==> src/rtl/i2cm_pkg.sv <==
package i2cm_pkg;

  // register word indices
  localparam int REG_DATA   = 0;
  localparam int REG_CTRL   = 1;
  localparam int REG_STATUS = 2;
  localparam int REG_IEN    = 3;
  localparam int REG_LOW    = 4;
  localparam int REG_HIGH   = 5;

  // control word bit positions
  localparam int C_EN   = 7;
  localparam int C_RACK = 6;
  localparam int C_RTS  = 4;
  localparam int C_STA  = 2;
  localparam int C_RX   = 0;

  // status / enable bit positions
  localparam int S_BUSY = 4;
  localparam int S_NACK = 2;
  localparam int S_DTE  = 0;

  typedef enum logic [2:0] {
    ST_IDLE, ST_START, ST_HOLD, ST_BIT_L, ST_BIT_H, ST_STOP_L, ST_STOP_H1, ST_STOP_H2
  } engState_t;

  // strobes from control to datapath
  typedef struct packed {
    logic loadLow;
    logic loadHigh;
    logic loadTx;
    logic loadRx;
    logic shift;
  } dpCmd_t;

endpackage

==> src/rtl/i2cm_datapath.sv <==
module i2cm_datapath
  import i2cm_pkg::*;
#(
  parameter int CNT_W = 9
) (
  input  logic             clk,
  input  logic             rstN,
  input  dpCmd_t           cmd,
  input  logic [CNT_W-1:0] lowCnt,
  input  logic [CNT_W-1:0] highCnt,
  input  logic [7:0]       txByte,
  input  logic             rackBit,
  input  logic             sdaIn,
  output logic             timerDone,
  output logic             lastBit,
  output logic             sdaBit,
  output logic [7:0]       rxByte
);
  localparam int BITS  = 9;
  localparam int BCW   = $clog2(BITS);

  logic [CNT_W-1:0] timer;
  logic [BITS-1:0]  shReg;
  logic [BCW-1:0]   bitCnt;

  function automatic logic [CNT_W-1:0] firstVal(input logic [CNT_W-1:0] c);
    return (c == '0) ? '0 : c - 1'b1;
  endfunction

  always_ff @(posedge clk) begin
    if (!rstN) timer <= '0;
    else if (cmd.loadLow) timer <= firstVal(lowCnt);
    else if (cmd.loadHigh) timer <= firstVal(highCnt);
    else if (timer != '0) timer <= timer - 1'b1;
  end

  always_ff @(posedge clk) begin
    if (!rstN) begin
      shReg  <= '1;
      bitCnt <= '0;
    end else if (cmd.loadTx) begin
      shReg  <= {txByte, 1'b1};
      bitCnt <= '0;
    end else if (cmd.loadRx) begin
      shReg  <= {8'hFF, rackBit};
      bitCnt <= '0;
    end else if (cmd.shift) begin
      shReg  <= {shReg[BITS-2:0], sdaIn};
      bitCnt <= bitCnt + 1'b1;
    end
  end

  assign timerDone = (timer == '0);
  assign lastBit   = (bitCnt == BCW'(BITS - 1));
  assign sdaBit    = shReg[BITS-1];
  assign rxByte    = shReg[7:0];

  // a load never coincides with a shift of the previous byte
  assert_one_load_R2: assert property (@(posedge clk) disable iff (!rstN)
    !(cmd.shift && (cmd.loadTx || cmd.loadRx)));

endmodule

==> src/rtl/i2cm_control.sv <==
module i2cm_control
  import i2cm_pkg::*;
#(
  parameter int IDX_W      = 3,
  parameter int CNT_W      = 9
) (
  input  logic             clk,
  input  logic             rstN,
  input  logic             regWe,
  input  logic [IDX_W-1:0] regIdx,
  input  logic [7:0]       regWdata,
  output logic [7:0]       regRdata,
  input  logic             sdaIn,
  input  logic             timerDone,
  input  logic             lastBit,
  input  logic             sdaBit,
  input  logic [7:0]       rxByte,
  output dpCmd_t           cmd,
  output logic [CNT_W-1:0] lowCnt,
  output logic [CNT_W-1:0] highCnt,
  output logic             sclDriveLow,
  output logic             sdaDriveLow,
  output logic             irq
);
  engState_t state, nextState;
  logic [7:0] dataReg, ctrlReg, ienReg, lowReg, highReg;
  logic dteFlag, nackFlag, stopPend, rxMode, busy;
  logic setDte, setNack, capture, enterStop, launchTx, launchRx;

  wire ctrlWe   = regWe && regIdx == IDX_W'(REG_CTRL);
  wire dataWe   = regWe && regIdx == IDX_W'(REG_DATA);
  wire statusWe = regWe && regIdx == IDX_W'(REG_STATUS);
  wire offWrite   = ctrlWe && !regWdata[C_EN];
  wire startWrite = ctrlWe && regWdata[C_EN] && regWdata[C_RTS] && regWdata[C_STA] && !regWdata[C_RX];
  wire stopWrite  = ctrlWe && regWdata[C_EN] && regWdata[C_RTS] && !regWdata[C_STA] && !regWdata[C_RX];
  wire rxWrite    = ctrlWe && regWdata[C_EN] && regWdata[C_RX];

  // count width: optional ninth bit from the enable register
  generate
    if (CNT_W > 8) begin : g_wide
      assign lowCnt  = CNT_W'({ienReg[7], lowReg});
      assign highCnt = CNT_W'({ienReg[6], highReg});
    end else begin : g_narrow
      assign lowCnt  = lowReg[CNT_W-1:0];
      assign highCnt = highReg[CNT_W-1:0];
    end
  endgenerate

  always_comb begin
    nextState = state;
    cmd = '0;
    {setDte, setNack, capture, enterStop, launchTx, launchRx} = '0;
    unique case (state)
      ST_IDLE: if (startWrite) begin nextState = ST_START; cmd.loadHigh = 1'b1; end
      ST_START: if (timerDone) begin nextState = ST_HOLD; setDte = 1'b1; end
      ST_HOLD: begin
        if (stopWrite || stopPend) begin
          nextState = ST_STOP_L; cmd.loadLow = 1'b1; enterStop = 1'b1;
        end else if (dataWe) begin
          nextState = ST_BIT_L; cmd.loadLow = 1'b1; cmd.loadTx = 1'b1; launchTx = 1'b1;
        end else if (rxWrite) begin
          nextState = ST_BIT_L; cmd.loadLow = 1'b1; cmd.loadRx = 1'b1; launchRx = 1'b1;
        end
      end
      ST_BIT_L: if (timerDone) begin nextState = ST_BIT_H; cmd.loadHigh = 1'b1; end
      ST_BIT_H: if (timerDone) begin
        if (lastBit) begin
          if (rxMode) begin capture = 1'b1; setDte = 1'b1; end
          else if (sdaIn) setNack = 1'b1;
          else setDte = 1'b1;
          if (stopPend || stopWrite) begin
            nextState = ST_STOP_L; cmd.loadLow = 1'b1; enterStop = 1'b1;
          end else nextState = ST_HOLD;
        end else begin
          nextState = ST_BIT_L; cmd.loadLow = 1'b1; cmd.shift = 1'b1;
        end
      end
      ST_STOP_L:  if (timerDone) begin nextState = ST_STOP_H1; cmd.loadHigh = 1'b1; end
      ST_STOP_H1: if (timerDone) begin nextState = ST_STOP_H2; cmd.loadHigh = 1'b1; end
      ST_STOP_H2: if (timerDone) nextState = ST_IDLE;
      default: nextState = ST_IDLE;
    endcase
    if (offWrite) begin
      nextState = ST_IDLE;
      cmd = '0;
      {setDte, setNack, capture, enterStop, launchTx, launchRx} = '0;
    end
  end

  always_ff @(posedge clk) begin
    if (!rstN) begin
      state <= ST_IDLE;
      {dataReg, ctrlReg, ienReg, lowReg, highReg} <= '0;
      {dteFlag, nackFlag, stopPend, rxMode} <= '0;
    end else begin
      state <= nextState;
      if (ctrlWe) ctrlReg <= regWdata;
      if (regWe && regIdx == IDX_W'(REG_IEN))  ienReg  <= regWdata;
      if (regWe && regIdx == IDX_W'(REG_LOW))  lowReg  <= regWdata;
      if (regWe && regIdx == IDX_W'(REG_HIGH)) highReg <= regWdata;
      if (dataWe) dataReg <= regWdata;
      else if (capture) dataReg <= rxByte;
      dteFlag  <= (statusWe ? dteFlag  & regWdata[S_DTE]  : dteFlag)  | setDte;
      nackFlag <= (statusWe ? nackFlag & regWdata[S_NACK] : nackFlag) | setNack;
      if (offWrite || enterStop) stopPend <= 1'b0;
      else if (stopWrite && state != ST_IDLE) stopPend <= 1'b1;
      if (launchTx) rxMode <= 1'b0;
      else if (launchRx) rxMode <= 1'b1;
    end
  end

  assign busy = (state != ST_IDLE);

  always_comb begin
    unique case (regIdx)
      IDX_W'(REG_DATA):   regRdata = dataReg;
      IDX_W'(REG_CTRL):   regRdata = ctrlReg;
      IDX_W'(REG_STATUS): regRdata = {3'b000, busy, 1'b0, nackFlag, 1'b0, dteFlag};
      IDX_W'(REG_IEN):    regRdata = ienReg;
      IDX_W'(REG_LOW):    regRdata = lowReg;
      IDX_W'(REG_HIGH):   regRdata = highReg;
      default:            regRdata = 8'h00;
    endcase
  end

  always_comb begin
    sclDriveLow = (state == ST_HOLD) || (state == ST_BIT_L) || (state == ST_STOP_L);
    unique case (state)
      ST_START, ST_STOP_L, ST_STOP_H1: sdaDriveLow = 1'b1;
      ST_BIT_L, ST_BIT_H:              sdaDriveLow = !sdaBit;
      default:                         sdaDriveLow = 1'b0;
    endcase
  end

  assign irq = (dteFlag && ienReg[S_DTE]) || (nackFlag && ienReg[S_NACK]) ||
               (busy && ienReg[S_BUSY]);

  // SDA is steady while SCL is released inside a data bit
  assert_sda_steady_R2: assert property (@(posedge clk) disable iff (!rstN)
    (state == ST_BIT_H && $past(state) == ST_BIT_H) |-> $stable(sdaDriveLow));
  assert_dte_after_start_R3: assert property (@(posedge clk) disable iff (!rstN)
    (state == ST_START && timerDone && !offWrite) |=> dteFlag);
  assert_free_after_stop_R8: assert property (@(posedge clk) disable iff (!rstN)
    (state == ST_STOP_H2 && timerDone && !startWrite) |=> !busy);
  assert_release_on_off_R10: assert property (@(posedge clk) disable iff (!rstN)
    offWrite |=> (!sclDriveLow && !sdaDriveLow));
  assert_irq_has_source_R6: assert property (@(posedge clk) disable iff (!rstN)
    irq |-> (dteFlag || nackFlag || busy));

endmodule

==> src/rtl/i2c_master_regs.sv <==
module i2c_master_regs
  import i2cm_pkg::*;
#(
  parameter int IDX_W      = 3,
  parameter bit WIDE_COUNT = 1'b1
) (
  input  logic             clk,
  input  logic             rstN,
  input  logic             regWe,
  input  logic [IDX_W-1:0] regIdx,
  input  logic [7:0]       regWdata,
  output logic [7:0]       regRdata,
  input  logic             sdaIn,
  output logic             sclDriveLow,
  output logic             sdaDriveLow,
  output logic             irq
);
  localparam int CNT_W = WIDE_COUNT ? 9 : 8;

  dpCmd_t           cmd;
  logic [CNT_W-1:0] lowCnt, highCnt;
  logic             timerDone, lastBit, sdaBit;
  logic [7:0]       rxByte;

  i2cm_control #(.IDX_W(IDX_W), .CNT_W(CNT_W)) i_control (
    .clk(clk), .rstN(rstN), .regWe(regWe), .regIdx(regIdx), .regWdata(regWdata),
    .regRdata(regRdata), .sdaIn(sdaIn), .timerDone(timerDone), .lastBit(lastBit),
    .sdaBit(sdaBit), .rxByte(rxByte), .cmd(cmd), .lowCnt(lowCnt), .highCnt(highCnt),
    .sclDriveLow(sclDriveLow), .sdaDriveLow(sdaDriveLow), .irq(irq)
  );

  i2cm_datapath #(.CNT_W(CNT_W)) i_datapath (
    .clk(clk), .rstN(rstN), .cmd(cmd), .lowCnt(lowCnt), .highCnt(highCnt),
    .txByte(regWdata), .rackBit(regWdata[C_RACK]), .sdaIn(sdaIn),
    .timerDone(timerDone), .lastBit(lastBit), .sdaBit(sdaBit), .rxByte(rxByte)
  );

endmodule

==> config.mk <==
export PLATFORM = sky130hd
export DESIGN_NAME = i2c_master_regs
export DESIGN_NICKNAME = d
export VERILOG_FILES = /design/src/rtl/i2cm_pkg.sv /design/src/rtl/i2cm_datapath.sv /design/src/rtl/i2cm_control.sv /design/src/rtl/i2c_master_regs.sv
export SDC_FILE = /design/constraint.sdc
export NUM_CORES = 1
export LEC_CHECK = 0
export BUFFER_PORTS_ARGS = -buffer_cell sky130_fd_sc_hd__buf_2
export CORE_MARGIN = 3
export CORE_UTILIZATION = 40
export CTS_BUF_LIST = sky130_fd_sc_hd__clkbuf_8 sky130_fd_sc_hd__clkbuf_16
export CTS_CLUSTER_SIZE = 25
export DETAILED_ROUTE_END_ITERATION = 12
export SLEW_MARGIN = 20
export SYNTH_ARGS = -nofsm -noshare
export SYNTH_HDL_FRONTEND = slang
export SYNTH_SLANG_ARGS = --single-unit
==> constraint.sdc <==
create_clock -name clk -period 5.6 [get_ports clk]
set_input_delay 0.84 -clock clk [delete_from_list [all_inputs] [get_ports clk]]
set_output_delay 0.84 -clock clk [all_outputs]
set_load 0.005 [all_outputs]
==> results of run 1 <==
## synthesized netlist by cell type (all sizes together) (3+ instances only)
library cell and count:
a21boi 32, a21oi 19, a22oi 11, and2 6, and3 4, buf 14
clkbuf 18, dfxtp 69, ha 5, inv 14, mux2 8, mux2i 20
nand2 99, nand3 13, nand4 3, nor2 31, nor2b 7, nor3 8
nor3b 6, nor4 4, nor4b 3, o211a 8, o21a 4, o21ai 16
o22ai 9, o31ai 6, o32ai 3, xnor2 10, xor2 8
## area by class of cell
cell class / count / share of cell area [%]
Inverter: 14 / 1.16
Clock inverter: 5 / 1.69
Multi-Input combinational cell: 385 / 56.9
Tap cell: 133 / 3.69
Clock buffer: 10 / 3.05
Sequential cell: 69 / 30.6
Timing Repair Buffer: 26 / 2.94
## cells by family (layout without fill, tap and decap cells)
kind of cell             Yosys count  after routing  synth area share, %
multiplexers                      30             30                 8.06
AO/OA/AOI/OAI                    131            131                 24.4
XOR/XNOR                          18             18                 3.79
AND/OR/NAND/NOR                  201            201                 23.9
adder cells (fa/ha/maj)            5              5                 1.50
flip-flops                        69             69                 33.2
buffers and inverters             46             55                 5.15
## registers in the layout, indices dropped and copies added (netlist names)
register            flops
i_control.nackFlag      1
i_datapath.shReg        9
i_datapath.timer        9
i_control.dataReg       8
i_control.highReg       8
i_control.state         3
i_control.dteFlag       1
i_control.stopPend      1
i_control.ienReg        8
i_control.lowReg        8
i_datapath.bitCnt       4
i_control.ctrlReg       8
i_control.rxMode        1
## path summary, 6_finish.rpt
| kind | from | endpoint | slack, ns | cells past startpoint |
|---|---|---|---|---|
| max reg2reg | i_datapath.timer[0] | i_datapath.shReg[1] | 2.86 | 7 |
| max | regIdx[0] | regRdata[1] | 2.58 | 5 |
| min reg2reg | i_control.ienReg[1] | i_control.ienReg[1] | 0.47 | 2 |
| min | i_control.ienReg[1] | i_control.ienReg[1] | 0.47 | 2 |
## worst max-delay path, delay by kind of cell
| kind | cells | cell delay [ns] |
|---|---|---|
| AO/OA/AOI/OAI | 2 | 0.37 |
| buffers and inverters | 2 | 0.55 |
| AND/OR/NAND/NOR | 1 | 0.41 |
## power by group through the flow
stage	combinational, uW	clock [uW]	sequential (uW)
3_5_place_dp	412	0	605
5_1_grt	458	478	601
2_1_floorplan	354	0	575
4_1_cts	416	456	593
3_3_place_gp	408	0	602
6_report	414	450	594
## per-layer routing
metal	GRT usage [%]	up-vias
li1	-	1803
met1	28.9	1721
met2	31.2	82
met3	3.64	17
met4	5.50	0
met5	0	-
## per-stage QoR
step | total power [uW] | setup WS [ns] | utilization (%)
after floorplan | 929 | 2.90 | -
after global placement | 1010 | 2.38 | 43.2
after detailed placement | 1020 | 2.27 | 43.2
after CTS | 1460 | 2.63 | 45.4
after global routing | 1540 | 2.40 | 45.4
final | 1460 | 2.58 | 45.4
==> results.ini, run 1 <==
[logic_synthesis]
yosysUniqueCellTypes = 69
synthCells = 500
synth_warnings = 0
syn_area_um2 = 4160
avgSynthCellArea_um2 = 8.32
yosys-top-cells-area = dfxtp_1 (33%), nand2_1 (8.8%), a21boi_0 (5.8%), mux2i_1 (4.8%), nor2_1 (2.8%)
yosysSeqAreaShare_pct = 33.2
synth_top_area_share_pct = 33.2
synth_top_cell_by_area = dfxtp_1
synth_edf_count = 0
ys.flop_type = dfxtp_1
syn_nets = 520
async_reset_ff_share_pct = 0
synth_seq_cells = 69

[power_and_ir_drop]
p_sw_share_pct = 33.5
clkPwrFrac_pct = 30.9
p_switching_uw = 488
leakagePower_uw = 0.00173
internal_power_uw = 969
max-vdd-ir-drop_v = 0.000143
p_seq_share_pct = 40.7
comb_power_share_pct = 28.4
power.density_nw_per_um2 = 323

[setup_path]
cp.required_ns = 4.76
cpMaxStageDelayCell = nor2b_1
crit_fanout = 25
cpMostUsedCell = buf_2
worstSetupPathType = in -> out
startpoint_type = primary input
end_kind = output port
arrival_ns = 2.18
cp_cell_sequence = buf_2 > nor2b_1 > a22oi_1 > o22ai_1 > buf_2
slowest_delay_ns = 0.41

[timing]
rsz0062_at_grt = no
max_freq_mhz = 332
setup_tns_ns = 0
worst_pin_slew_ns = 1.08
final_hold_viol_count = 0
setup_violations = 0
finClkSkew_ns = 0.0154
layout_min_cycle_time_ns = 3.02
timing.hold.ws_ns = 0.471
slew-limit-headroom_pct = 27.5
timing_max_transition_violations_final = 0
min_period_over_period_pct = 53.8

[drt]
drc = 0
wl_met3_um = 438
wl_met1_um = 5410
detail-route-antenna-nets = 0
finalWirelength_um = 11100
num_vias = 3623
drt_iter0_markers = 226
viasPerCell = 5.64
highest_layer = met4
wl_per_cell_um = 17.2
wl_met2_um = 5010
dr.pass1.iters = 5

[global_route]
overflow = 0
grt_pass1_vias = 3522
grt_max_degree = 53
grtUsageTotal_pct = 20.2
antenna_found_initial = 0
grt_pass1_wl_um = 18500

[clock_network]
cts_tree = built
cts_made_buffers = 9
ctsHoldBuffers = 0
clk_pin_slew_ns = 0.07
post_cts_buffers = 0
cts_root_buffer = clkbuf_8
htreeDepth = 3
clkLatencyLatePin_ns = 0.35
cts_sinks = 69
clk_path_buf_depth = 2
cts_resized = 0

[place]
dp_cells = 627
port-buffer-count = 25
placed_area_um2 = 4300
place.gp.congestion = 0.917
dp_hpwl_um = 8070

[floorplan]
core_um2 = 9950
ios = 26
dieArea_um2 = 11700
rows = 36
die_h_um = 108
dieWidth_um = 108
initial_core_util_pct = 41.8

[run]
drv_cap = 0

[layout]
final_cells = 642
fill_cells = 971
layout_commonest_cell = nand2_1
multi_input_area_um2 = 2570
num_antenna_cells = 0
fin_area_um2 = 4520
regArea_um2 = 1380
drive_gt1_share_pct = 13.2
mostFrequentLayoutCells = nand2_1 (98), dfxtp_1 (69), a21boi_0 (32), nor2_1 (31), buf_2 (25)
fin_nets = 525
synthToLayoutAreaGrowth_pct = 8.61

[status]
status = completed

[hold_path]
hp-class = reg -> reg

(Power assumes the default switching activity.)
==> inputs of run 2 (changes only) <==
==> constraint.sdc (replaced) <==
create_clock -name clk -period 2.8 [get_ports clk]
set_input_delay 0.42 -clock clk [delete_from_list [all_inputs] [get_ports clk]]
set_output_delay 0.42 -clock clk [all_outputs]
set_load 0.005 [all_outputs]
==> run 2 against run 1 <==
Clock power is 81% higher. Sequential cell count stayed put. Hold slack worse by 0.15 ns. Sequential power is 100% higher. Global-route usage is 0.16 points lower. Setup slack worse by 2.2 ns. Cell count is 0.93% higher. Highest routed layer unchanged. Die area stayed put. Register-to-register slack worse by 2.5 ns. Critical endpoint is now i_datapath.timer[5].
==> results.ini, run 2 (synthesized netlist as in run 1, its figures left out) <==
[status]
status = completed

[clock_network]
post_cts_buffers = 0
ctsHoldBuffers = 0
cts_resized = 0
cts_made_buffers = 9
clkLatencyLatePin_ns = 0.35
clk_path_buf_depth = 2
clk_pin_slew_ns = 0.08
htreeDepth = 3
cts_sinks = 69
cts_tree = built
cts_root_buffer = clkbuf_8

[drt]
wl_met3_um = 356
highest_layer = met4
viasPerCell = 5.64
num_vias = 3656
wl_per_cell_um = 17.0
drc = 0
dr.pass1.iters = 4
detail-route-antenna-nets = 0
drt_iter0_markers = 232
finalWirelength_um = 11000
wl_met1_um = 5450
wl_met2_um = 5050

[floorplan]
rows = 36
dieWidth_um = 108
initial_core_util_pct = 41.8
ios = 26
core_um2 = 9950
die_h_um = 108
dieArea_um2 = 11700

[timing]
min_period_over_period_pct = 86.7
final_hold_viol_count = 0
rsz0062_at_grt = no
layout_min_cycle_time_ns = 2.43
slew-limit-headroom_pct = 50.7
timing_max_transition_violations_final = 0
setup_violations = 0
worst_pin_slew_ns = 0.731
max_freq_mhz = 412
timing.hold.ws_ns = 0.321
finClkSkew_ns = 0.0126
setup_tns_ns = 0

[place]
dp_hpwl_um = 8090
port-buffer-count = 25
place.gp.congestion = 0.844

[layout]
regArea_um2 = 1380
layout_commonest_cell = nand2_1
mostFrequentLayoutCells = nand2_1 (98), dfxtp_1 (69), a21boi_0 (32), nor2_1 (31), buf_2 (25)
fin_nets = 531
synthToLayoutAreaGrowth_pct = 9.12
fill_cells = 1028
reg_top3 = i_datapath.shReg x9, i_datapath.timer x9
multi_input_area_um2 = 2570
num_antenna_cells = 0
drive_gt1_share_pct = 14.2

[setup_path]
startpoint_type = flop
worstSetupPathType = reg -> reg
arrival_ns = 2.69
cp_cell_sequence = inv_1 > ha_1 > nor4b_4 > nand2_2 > o31ai_4 > o211ai_2 > o32ai_2
cpMaxStageDelayCell = o31ai_4
path_buf_inv = 1
end_kind = flop
cp.required_ns = 3.06
slowest_delay_ns = 0.66
critPathTopFamily = compound AO/OA/AOI/OAI gates
crit_fanout = 13

[hold_path]
hp-class = in -> reg

[power_and_ir_drop]
power.density_nw_per_um2 = 624
p_total_uw = 2830
max-vdd-ir-drop_v = 0.000286
leakagePower_uw = 0.00175

[global_route]
overflow = 0
grtUsageTotal_pct = 20.0
grt_pass1_wl_um = 18300
grt_pass1_vias = 3553
antenna_found_initial = 0
grt_max_degree = 28

[run]
drv_cap = 0

## run 2: cell count changes in the layout (fill, tap and decap cells not counted), sizes merged
cell,previous run,this run
buf,26,32
clkinvlp,1,0
clkinv,1,3
bufinv,2,1
## run 2: path summary, 6_finish.rpt
check	start	endpoint	slack, ns	cells past startpoint
setup / recovery	i_datapath.timer[0]	i_datapath.timer[5]	0.37	7
hold / removal	sdaIn	i_datapath.shReg[0]	0.32	3
setup reg to reg	i_datapath.timer[0]	i_datapath.timer[5]	0.37	7
hold reg to reg	i_control.ctrlReg[4]	i_control.ctrlReg[4]	0.46	2
## run 2: report_power, final
part	total, uW	internal, uW	switching (uW)
Clock	814	427	388
Sequential	1190	1060	133
Combinational	829	367	461
Total	2830	1850	982
## run 2: metal layers
metal	vias to the layer above	global-route usage, %
met2	63	31.6
met3	12	2.51
met1	1767	28.5
met4	0	6.40
li1	1814	-
met5	-	0
## run 2: layout make-up
| cell class | instances | area share [%] |
|---|---|---|
| Sequential cell | 69 | 30.4 |
| Clock buffer | 10 | 3.03 |
| Multi-Input combinational cell | 385 | 56.6 |
| Clock inverter | 5 | 1.16 |
| Inverter | 14 | 1.16 |
| Tap cell | 133 | 3.67 |
| Timing Repair Buffer | 32 | 3.92 |
## run 2: worst reg2reg max path, stage by stage (launching register included)
cell and delay, ns:
dfxtp_1 0.36, inv_1 0.07, ha_1 0.20, nor4b_4 0.33
nand2_2 0.22, o31ai_4 0.66, o211ai_2 0.24, o32ai_2 0.28
## run 2: stage by stage
step / cells / setup WS (ns) / utilization, % / area (um2)
floorplan: 500 / 0.827 / - / 4160
global placement: 633 / 0.438 / 43.7 / 4350
detailed placement: 633 / 0.389 / 43.7 / 4350
CTS: 648 / 0.348 / 45.6 / 4540
global route: 648 / 0.218 / 45.6 / 4540
finish: 648 / 0.371 / 45.6 / 4540
==> inputs of run 3 (changes only) <==
--- a/config.mk
+++ b/config.mk
@@ -5,6 +5,7 @@
 export SDC_FILE = /design/constraint.sdc
 export NUM_CORES = 1
 export LEC_CHECK = 0
+export ABC_AREA = 1
 export BUFFER_PORTS_ARGS = -buffer_cell sky130_fd_sc_hd__buf_2
 export CORE_MARGIN = 3
 export CORE_UTILIZATION = 40
==> run 3 against run 2 <==
Combinational power increased by 6.0%. First-iteration DRC count increased by 23%. Synthesized cell count increased by 20%. Clock skew is 0.0037 ns lower. Sequential share of layout area up 0.36 points. Global-route usage rose by 0.48 points. Critical path depth up 3. Register-to-register slack gained 0.23 ns. Cell area down 1.2%. Via count rose by 8.0%. Clock power grew 12%. Critical path type unchanged.
==> results.ini, run 3 <==
[global_route]
overflow = 0
antenna_found_initial = 0
grt_pass1_vias = 3682
grt_pass1_wl_um = 18400
grt_max_degree = 27
grtUsageTotal_pct = 20.5

[drt]
wl_per_cell_um = 15.0
finalWirelength_um = 11300
drt_iter0_markers = 286
dr.pass1.iters = 5
detail-route-antenna-nets = 0
drc = 0
viasPerCell = 5.22
num_vias = 3947

[power_and_ir_drop]
p_seq_share_pct = 38.1
leakagePower_uw = 0.00206
clkPwrFrac_pct = 31.5
max-vdd-ir-drop_v = 0.000278
internal_power_uw = 1870
p_sw_share_pct = 35.3
power.density_nw_per_um2 = 645
comb_power_share_pct = 30.4
p_switching_uw = 1020

[floorplan]
die_h_um = 107
dieArea_um2 = 11400
ios = 26
rows = 36
initial_core_util_pct = 41.5
dieWidth_um = 107
core_um2 = 9820

[setup_path]
critPathTopFamily = simple AND/OR/NAND/NOR gates
cpMaxStageDelayCell = nor3_4
end_kind = flop
cp-startpoint = i_datapath.timer[0]
worstSetupPathType = reg -> reg
slowest_delay_ns = 0.34
crit_fanout = 16
startpoint_type = flop
cpMostUsedCell = nand2_2
cp_cell_sequence = inv_1 > ha_1 > nand2_2 > nor3_4 > inv_2 > nor2_1 > nand3_2 > nand2_2 > o21ai_0 > a31oi_1
cp.required_ns = 3.08
path_buf_inv = 2
reg2reg_from = i_datapath.timer[0]
arrival_ns = 2.48

[clock_network]
cts_tree = built
cts_made_buffers = 9
htreeDepth = 3
post_cts_buffers = 0
cts_root_buffer = clkbuf_8
clk_path_buf_depth = 2
clkLatencyLatePin_ns = 0.35
clk_pin_slew_ns = 0.08
cts_resized = 0
ctsHoldBuffers = 0
cts_sinks = 69

[status]
status = completed

[logic_synthesis]
yosysMostFrequentCell = nand2_1
syn_area_um2 = 4080
synth_top_area_share_pct = 33.9
synth_seq_cells = 69
ys.flop_type = dfxtp_1
synth_edf_count = 0
synth_warnings = 0
synth_top_cell_by_area = dfxtp_1
syn_nets = 619
yosys-top-cells-area = dfxtp_1 (34%), nand2_1 (12%), inv_1 (6.4%), a21oi_1 (6.0%), o21ai_0 (5.9%)
yosysUniqueCellTypes = 43
async_reset_ff_share_pct = 0
synthCells = 599
yosysSeqAreaShare_pct = 33.9
avgSynthCellArea_um2 = 6.80
ys_top_cells_by_count = nand2_1 (131), dfxtp_1 (69), inv_1 (69)

[layout]
fin_nets = 638
synthToLayoutAreaGrowth_pct = 10.0
drive_gt1_share_pct = 13.6
layout_commonest_cell = nand2_1
num_antenna_cells = 0
fill_cells = 1075
final_cells = 756
reg_top3 = i_datapath.shReg x9, i_datapath.timer x9
mostFrequentLayoutCells = nand2_1 (131), inv_1 (69), dfxtp_1 (69), nor2_1 (54), a21oi_1 (49)

[timing]
rsz0062_at_grt = no
slew-limit-headroom_pct = 64.9
setup_tns_ns = 0
worst_pin_slew_ns = 0.524
timing_max_transition_violations_final = 0
finClkSkew_ns = 0.00892
max_freq_mhz = 455
min_period_over_period_pct = 78.5
layout_min_cycle_time_ns = 2.20
setup_violations = 0
final_hold_viol_count = 0

[hold_path]
min_from = sdaIn
hp-class = in -> reg

[place]
port-buffer-count = 25
dp_cells = 740
place.gp.congestion = 0.896
dp_hpwl_um = 8580

[run]
drv_cap = 0

[run 3: metrics by stage]
stage          hold WS, ns  worst slack, ns  area (um2)  power [uW]  util, %
2_1_floorplan        0.439             1.03        4080        1780        -
3_3_place_gp         0.449            0.542        4260        2000     43.4
3_5_place_dp         0.453            0.475        4260        2000     43.4
4_1_cts              0.347            0.599        4480        2920     45.7
5_1_grt              0.349            0.373        4480        3100     45.7
6_report             0.361            0.603        4480        2890     45.7
[run 3: final timing paths]
kind / end / slack (ns) / depth (start not counted)
worst max-delay path: i_control.dataReg[4] / 0.60 / 10
worst min-delay path: i_datapath.shReg[0] / 0.36 / 3
worst max register to register: i_control.dataReg[4] / 0.60 / 10
worst min register to register: i_control.ctrlReg[0] / 0.47 / 2
[run 3: tightest hold or removal path: stages]
cell and delay (ns):
buf_2 0.11, nand2_1 0.05, o2111ai_1 0.09
[run 3: cell families after synthesis]
family,count (synthesis),synth area share [%]
DFF,69,33.9
buffers and inverters,98,10.4
adders and majority gates,5,1.54
xor gates and xnor gates,13,2.79
AOI/OAI and AO/OA,140,19.6
and+or+nand+nor,274,31.8
[run 3: cell type report]
class	instances	area, um2	area share, %
Clock buffer	9	124	2.76
Tap cell	133	166	3.71
Sequential cell	69	1380	30.8
Inverter	78	295	6.58
Clock inverter	7	98.8	2.20
Timing Repair Buffer	28	148	3.29
Multi-Input combinational cell	432	2270	50.6
[run 3: power by group through the flow]
stage	logic [uW]	clock network (uW)	registers [uW]
after floorplan	670	0	1110
after global placement	877	0	1120
after detailed placement	878	0	1130
after CTS	881	934	1100
after global routing	1010	980	1110
final	879	912	1100
[run 3: per-layer routing]
metal | part of all wire, % | global-route usage [%] | wire length, um | vias up
li1 | - | - | - | 2023
met4 | 1.6 | 7.03 | 186 | 0
met1 | 45 | 26.4 | 5120 | 1807
met5 | 0 | 0 | 0 | -
met2 | 49 | 34.9 | 5520 | 100
met3 | 4.4 | 3.07 | 493 | 17
